[src/rtl/phy_nest_pkg.sv]
package phy_nest_pkg;
  localparam int DW = 16;
  localparam int AW = 5;
  localparam int BUSY_BIT = 15;

  typedef enum logic [1:0] {
    OP_READ  = 2'd0,
    OP_WRITE = 2'd1,
    OP_RMW   = 2'd2,
    OP_PAGE  = 2'd3
  } op_e;

  typedef enum logic [1:0] {
    ST_OK      = 2'd0,
    ST_BUSERR  = 2'd1,
    ST_TIMEOUT = 2'd2
  } status_e;

  // Which access of the nested sequence is current
  typedef enum logic [1:0] {
    K_WDATA = 2'd0,
    K_WCMD  = 2'd1,
    K_POLL  = 2'd2,
    K_RDATA = 2'd3
  } step_e;

  function automatic logic [DW-1:0] mk_cmd(input logic rd, input logic [AW-1:0] phy,
                                           input logic [AW-1:0] rg);
    mk_cmd = {1'b1, 2'b00, 1'b1, (rd ? 2'b10 : 2'b01), phy, rg};
  endfunction
endpackage

[src/rtl/phy_poll_ctr.sv]
module phy_poll_ctr #(
  parameter int LIMIT = 100
) (
  input  logic clk,
  input  logic rst_n,
  input  logic clr,
  input  logic inc,
  output logic last
);
  localparam int CW = $clog2(LIMIT + 1);

  logic [CW-1:0] cnt;

  always_ff @(posedge clk or negedge rst_n) begin
    if (!rst_n)   cnt <= '0;
    else if (clr) cnt <= '0;
    else if (inc) cnt <= cnt + 1'b1;
  end

  assign last = (cnt == CW'(LIMIT - 1));


  poll_bound_chk: assert property (@(posedge clk) disable iff (!rst_n)
    cnt < CW'(LIMIT));
endmodule

[src/rtl/phy_rmw_merge.sv]
module phy_rmw_merge #(
  parameter int W = 16
) (
  input  logic [W-1:0] old_val,
  input  logic [W-1:0] clr_mask,
  input  logic [W-1:0] set_mask,
  output logic [W-1:0] new_val
);
  always_comb new_val = (old_val & ~clr_mask) | set_mask;
endmodule

[src/rtl/phy_access_mux.sv]
module phy_access_mux
  import phy_nest_pkg::*;
#(
  parameter logic [AW-1:0] CMD_REG  = 5'h18,
  parameter logic [AW-1:0] DATA_REG = 5'h19
) (
  input  step_e          step,
  input  logic           cmd_rd,
  input  logic [AW-1:0]  phy,
  input  logic [AW-1:0]  rg,
  input  logic [DW-1:0]  wdat,
  output logic           acc_write,
  output logic [AW-1:0]  acc_reg,
  output logic [DW-1:0]  acc_wdata
);
  always_comb begin
    acc_write = 1'b0;
    acc_reg   = CMD_REG;
    acc_wdata = '0;
    unique case (step)
      K_WDATA: begin acc_write = 1'b1; acc_reg = DATA_REG; acc_wdata = wdat; end
      K_WCMD:  begin acc_write = 1'b1; acc_reg = CMD_REG;  acc_wdata = mk_cmd(cmd_rd, phy, rg); end
      K_POLL:  begin acc_write = 1'b0; acc_reg = CMD_REG; end
      K_RDATA: begin acc_write = 1'b0; acc_reg = DATA_REG; end
      default: ;
    endcase
  end
endmodule

[src/rtl/phy_nest_acc.sv]
module phy_nest_acc
  import phy_nest_pkg::*;
#(
  parameter int            MAX_POLL = 100,
  parameter logic [AW-1:0] DEV_ADDR = 5'h1C,
  parameter logic [AW-1:0] CMD_REG  = 5'h18,
  parameter logic [AW-1:0] DATA_REG = 5'h19,
  parameter logic [AW-1:0] PAGE_REG = 5'h16
) (
  input  logic          clk,
  input  logic          rst_n,
  input  logic          req_valid,
  output logic          req_ready,
  input  logic [1:0]    req_op,
  input  logic [AW-1:0] req_phy,
  input  logic [AW-1:0] req_reg,
  input  logic [DW-1:0] req_wdata,
  input  logic [DW-1:0] req_clr,
  input  logic [DW-1:0] req_set,
  output logic          rsp_valid,
  input  logic          rsp_ready,
  output logic [DW-1:0] rsp_data,
  output logic [1:0]    rsp_status,
  output logic          sw_req_valid,
  input  logic          sw_req_ready,
  output logic          sw_req_write,
  output logic [AW-1:0] sw_req_dev,
  output logic [AW-1:0] sw_req_reg,
  output logic [DW-1:0] sw_req_wdata,
  input  logic          sw_rsp_valid,
  output logic          sw_rsp_ready,
  input  logic [DW-1:0] sw_rsp_rdata,
  input  logic          sw_rsp_err
);
  typedef enum logic [1:0] {S_IDLE, S_ISSUE, S_WAIT, S_RESP} state_e;

  state_e        state;
  step_e         step;
  logic          cmd_rd;
  op_e           op_q;
  logic [AW-1:0] phy_q, reg_q;
  logic [DW-1:0] wdat_q, clr_q, set_q, rd_q, merged;
  status_e       status_q;
  logic          poll_last, poll_clr, poll_inc, rsp_in, busy_seen;

  assign rsp_in    = (state == S_WAIT) && sw_rsp_valid;
  assign busy_seen = sw_rsp_rdata[BUSY_BIT];
  assign poll_clr  = rsp_in && !sw_rsp_err && (step == K_WCMD);
  assign poll_inc  = rsp_in && !sw_rsp_err && (step == K_POLL) && busy_seen && !poll_last;

  phy_poll_ctr #(.LIMIT(MAX_POLL)) u_poll (
    .clk(clk), .rst_n(rst_n), .clr(poll_clr), .inc(poll_inc), .last(poll_last)
  );

  phy_rmw_merge #(.W(DW)) u_merge (
    .old_val(sw_rsp_rdata), .clr_mask(clr_q), .set_mask(set_q), .new_val(merged)
  );

  phy_access_mux #(.CMD_REG(CMD_REG), .DATA_REG(DATA_REG)) u_mux (
    .step(step), .cmd_rd(cmd_rd), .phy(phy_q), .rg(reg_q), .wdat(wdat_q),
    .acc_write(sw_req_write), .acc_reg(sw_req_reg), .acc_wdata(sw_req_wdata)
  );

  always_ff @(posedge clk or negedge rst_n) begin
    if (!rst_n) begin
      state    <= S_IDLE;
      step     <= K_WCMD;
      cmd_rd   <= 1'b0;
      op_q     <= OP_READ;
      phy_q    <= '0;
      reg_q    <= '0;
      wdat_q   <= '0;
      clr_q    <= '0;
      set_q    <= '0;
      rd_q     <= '0;
      status_q <= ST_OK;
    end else begin
      unique case (state)
        S_IDLE: if (req_valid) begin
          op_q     <= op_e'(req_op);
          phy_q    <= req_phy;
          reg_q    <= (req_op == OP_PAGE) ? PAGE_REG : req_reg;
          wdat_q   <= req_wdata;
          clr_q    <= req_clr;
          set_q    <= req_set;
          rd_q     <= '0;
          status_q <= ST_OK;
          if (req_op == OP_READ || req_op == OP_RMW) begin
            cmd_rd <= 1'b1;
            step   <= K_WCMD;
          end else begin
            cmd_rd <= 1'b0;
            step   <= K_WDATA;
          end
          state <= S_ISSUE;
        end
        S_ISSUE: if (sw_req_ready) state <= S_WAIT;
        S_WAIT: if (sw_rsp_valid) begin
          if (sw_rsp_err) begin
            status_q <= ST_BUSERR;
            state    <= S_RESP;
          end else begin
            unique case (step)
              K_WDATA: begin step <= K_WCMD; state <= S_ISSUE; end
              K_WCMD:  begin step <= K_POLL; state <= S_ISSUE; end
              K_POLL: begin
                if (!busy_seen) begin
                  if (cmd_rd) begin step <= K_RDATA; state <= S_ISSUE; end
                  else state <= S_RESP;
                end else if (poll_last) begin
                  status_q <= ST_TIMEOUT;
                  state    <= S_RESP;
                end else begin
                  state <= S_ISSUE;
                end
              end
              K_RDATA: begin
                rd_q <= sw_rsp_rdata;
                if (op_q == OP_RMW) begin
                  wdat_q <= merged;
                  cmd_rd <= 1'b0;
                  step   <= K_WDATA;
                  state  <= S_ISSUE;
                end else begin
                  state <= S_RESP;
                end
              end
              default: state <= S_RESP;
            endcase
          end
        end
        S_RESP: if (rsp_ready) state <= S_IDLE;
        default: state <= S_IDLE;
      endcase
    end
  end

  assign req_ready    = (state == S_IDLE);
  assign sw_req_valid = (state == S_ISSUE);
  assign sw_rsp_ready = (state == S_WAIT);
  assign sw_req_dev   = DEV_ADDR;
  assign rsp_valid    = (state == S_RESP);
  assign rsp_status   = status_q;
  assign rsp_data     = (status_q == ST_OK) ? rd_q : '0;


  sw_hold_chk: assert property (@(posedge clk) disable iff (!rst_n)
    sw_req_valid && !sw_req_ready |=> sw_req_valid && $stable(sw_req_write)
      && $stable(sw_req_reg) && $stable(sw_req_wdata));


  rsp_hold_chk: assert property (@(posedge clk) disable iff (!rst_n)
    rsp_valid && !rsp_ready |=> rsp_valid && $stable(rsp_data) && $stable(rsp_status));


  err_abort_chk: assert property (@(posedge clk) disable iff (!rst_n)
    sw_rsp_ready && sw_rsp_valid && sw_rsp_err |=> rsp_valid && !sw_req_valid
      && rsp_status == 2'd1);


  rd_return_chk: assert property (@(posedge clk) disable iff (!rst_n)
    sw_rsp_ready && sw_rsp_valid && !sw_rsp_err && step == K_RDATA && op_q == OP_READ
      |=> rsp_valid && rsp_data == $past(sw_rsp_rdata));
endmodule

[config.mk]
export PLATFORM = sky130hd
export DESIGN_NAME = phy_nest_acc
export DESIGN_NICKNAME = d
export VERILOG_FILES = /design/src/rtl/phy_nest_pkg.sv /design/src/rtl/phy_poll_ctr.sv /design/src/rtl/phy_rmw_merge.sv /design/src/rtl/phy_access_mux.sv /design/src/rtl/phy_nest_acc.sv
export SDC_FILE = /design/constraint.sdc
export NUM_CORES = 1
export LEC_CHECK = 0
export ABC_AREA = 1
export BUFFER_PORTS_ARGS = -buffer_cell sky130_fd_sc_hd__buf_4
export CORE_ASPECT_RATIO = 1.4
export CORE_UTILIZATION = 45
export CTS_CLUSTER_SIZE = 16
export DETAILED_ROUTE_END_ITERATION = 10
export GPL_ROUTABILITY_DRIVEN = 1
export PLACE_DENSITY = 0.69
export SLEW_MARGIN = 20
export SYNTH_ARGS = -nofsm -noshare
export SYNTH_HDL_FRONTEND = slang
export SYNTH_SLANG_ARGS = --single-unit
[constraint.sdc]
create_clock -name clk -period 1.7 [get_ports clk]
set_input_delay 0.34 -clock clk [delete_from_list [all_inputs] [get_ports clk]]
set_output_delay 0.34 -clock clk [all_outputs]
set_load 0.005 [all_outputs]
==> run metrics <==
FF+latch count, synth=90; drt first pass iters=5; Final min period=1.858 ns; combinational family with the most area after synthesis=simple AND/OR/NAND/NOR gates; slew margin rel.=66.25%; setup TNS=-1.906 ns; die height=121.1 um; CTS sink cnt=90; worst-skew pair later-pin latency=0.34 ns; Hold WC Path Type=in -> reg; Worst Path Required=1.36 ns; post-synthesis xor/xnor area fraction=0.7682%; Ant. Diodes=0; Non-Filler Instances=829; die area=10550 sq um; final setup vio count=23; post-synthesis mux area share=3.292%; Boundary Pins=132; cell area after layout=6254 sq um; Final Power=11.03 mW; P&R area growth vs syn=37.12%; die width=87.08 um; pin slew with the least headroom to its limit=0.5050 ns; total number of vias=4207; failing checks=negative setup slack; Cell Rows=43; depth of the CTS H-tree=3; Post-Syn Instances=559; max-cap viol count=0; run status=finished with violations; clk root buf=clkbuf_16; VDD IR max=0.0009478 V; vias in the first global route=3920; setup skew after layout=0.004013 ns; period utilization=109.3%; dpl cells=802; wire per inst=15.48 um; post-layout util=63.17%; Lkg Pwr=3.273 nW; Post-DRT Antenna Nets=0; power per cell area=1765 nW/um^2; global-route wire length before repair=19170 um; Tot GR Track Use=24.50%; CTS tree=built; syn_area_per_cell=8.159 sq um; final hold violations=0; Post-Synth Simple-Gate Area=22.11%; Post-route DRC=0; layout cells sized above 1=31.70%; RD Place Congestion=0.7995; Starting Density=46.07%; initial DRC count=288; core area=9899 sq um; synthesized area=4561 sq um; initial antenna violation count=0; Fmax=0.5381 GHz; CP Max Fanout=17; post-layout worst setup margin=-0.1582 ns; TritonCTS Buffers=9; Yosys cell types=32; largest net degree at the start of global routing=40; max-slew violations=0; CP Capture Type=output port; Synth Area in Adders=1.372%; Synth Warn #=0; RSZ-0062 raised after global routing=true; crit start category=flop; I/O Buffers=122; Compound-Gate Fraction of Synth Area=11.82%; CP Data Arrival Time=1.52 ns; drt total wl=12830 um; half-perimeter wire length after placement=8938 um; grt ovf=0; WS Path Type=reg -> out; Layout Nets=777; Cell Area, Placed=5620 sq um; vias per inst=5.075; Seq/Total Area, Yosys=49.41%; clk buf depth=2; Reg clk slew, reported paths=0.06 ns
power breakdown:
part	switching, mW	internal, mW	total [mW]
sequential	0.478	3.08	3.56
combinational	2.96	2.40	5.36
clock	0.783	1.33	2.11
cells by family after synthesis:
group,Yosys count
other,2
adder cells (fa/ha/maj),5
flip-flops,90
AO/OA/AOI/OAI,95
buffers and inverters,111
multiplexers,15
AND/OR/NAND/NOR,237
XOR/XNOR,4
per-stage QoR:
step / hold slack, ns / setup WS [ns]
finish: 0.1917 / -0.1582
global placement: 0.3251 / -0.04011
floorplan: 0.04441 / 0.08466
detailed placement: 0.3246 / -0.08518
CTS: 0.1868 / -0.1739
global route: 0.1917 / -0.2146
synthesized netlist by cell type, drive strengths merged:
library cell	number	share of area (%)
a22o	6	1.2
nand2	158	14
o21ai	85	10
nor3	2	0.47
dfstp	1	0.58
clkbuf	11	0.96
inv	76	6.3
conb	2	0.16
buf	24	3.8
xor2	3	0.58
or2	1	0.14
xnor2	1	0.19
mux2i	15	3.3
dfrtp	89	49
nor2	36	3.4
a21oi	4	0.52
ha	5	1.4
nand3	39	4.4
nand4	1	0.14
path summary, 6_finish.rpt:
kind | from | to | slack, ns | cells after the start
min reg2reg | clr_q[7] | clr_q[7] | 0.47 | 2
max in group asynchronous | rst_n | set_q[2] | 0.69 | 3
min in group asynchronous | rst_n | rd_q[15] | 0.50 | 2
min | req_phy[1] | phy_q[1] | 0.19 | 3
max | step[0] | sw_req_wdata[7] | -0.16 | 4
max reg2reg | step[0] | wdat_q[3] | 0.05 | 8
layout by cell type (no fill, tap or decap), drive strengths merged, types with 2 or more instances in the layout:
master / count
clkbuf: 14
inv: 75
or2: 2
a21oi: 4
ha: 5
bufinv: 2
mux2i: 15
o21ai: 85
dfrtp: 89
buf: 143
nand3: 39
a22o: 6
nand2: 160
nor2: 36
xor2: 3
conb: 9
nor3: 2
flip-flops by register name (all words and copies together), names as in the netlist:
name / cells
step: 2
phy_q: 5
state: 2
wdat_q: 16
u_poll.cnt: 7
rsp_status: 2
set_q: 16
cmd_rd: 1
rd_q: 16
op_q: 2
reg_q: 5
clr_q: 16
critical path, cell delays in order (launching register included):
cell and delay [ns]:
dfstp_2 0.56, inv_2 0.06, ha_4 0.22, a22o_1 0.21, buf_4 0.13
final cells by class:
| type | instances | area (sq um) |
|---|---|---|
| fillers | 917 | 3646 |
| flip-flops and latches | 90 | 2257 |
| multi-input cells | 368 | 2036 |
| repair buffers | 144 | 1192 |
| inverters | 76 | 285.3 |
| clock buffers | 14 | 254.0 |
| well taps | 135 | 168.9 |
| clock inverters | 2 | 60.06 |
routing by layer:
| layer | GRT usage (%) | wire length [um] | vias to the layer above |
|---|---|---|---|
| met3 | 4.830 | 658 | 31 |
| met4 | 9.583 | 339 | 0 |
| met1 | 28.97 | 4978 | 2006 |
| li1 | - | - | 2005 |
| met5 | 0 | 0 | - |
| met2 | 43.11 | 6855 | 165 |
what timing repair did:
item	CTS	global route
hold endpoints to repair	27	0
pin swaps	2	7
gates cloned	0	3
setup buffers	3	4
hold buffers	1	0
gates resized for setup	22	46
endpoints found under the setup margin	36	41
(Power assumes the default switching activity.)
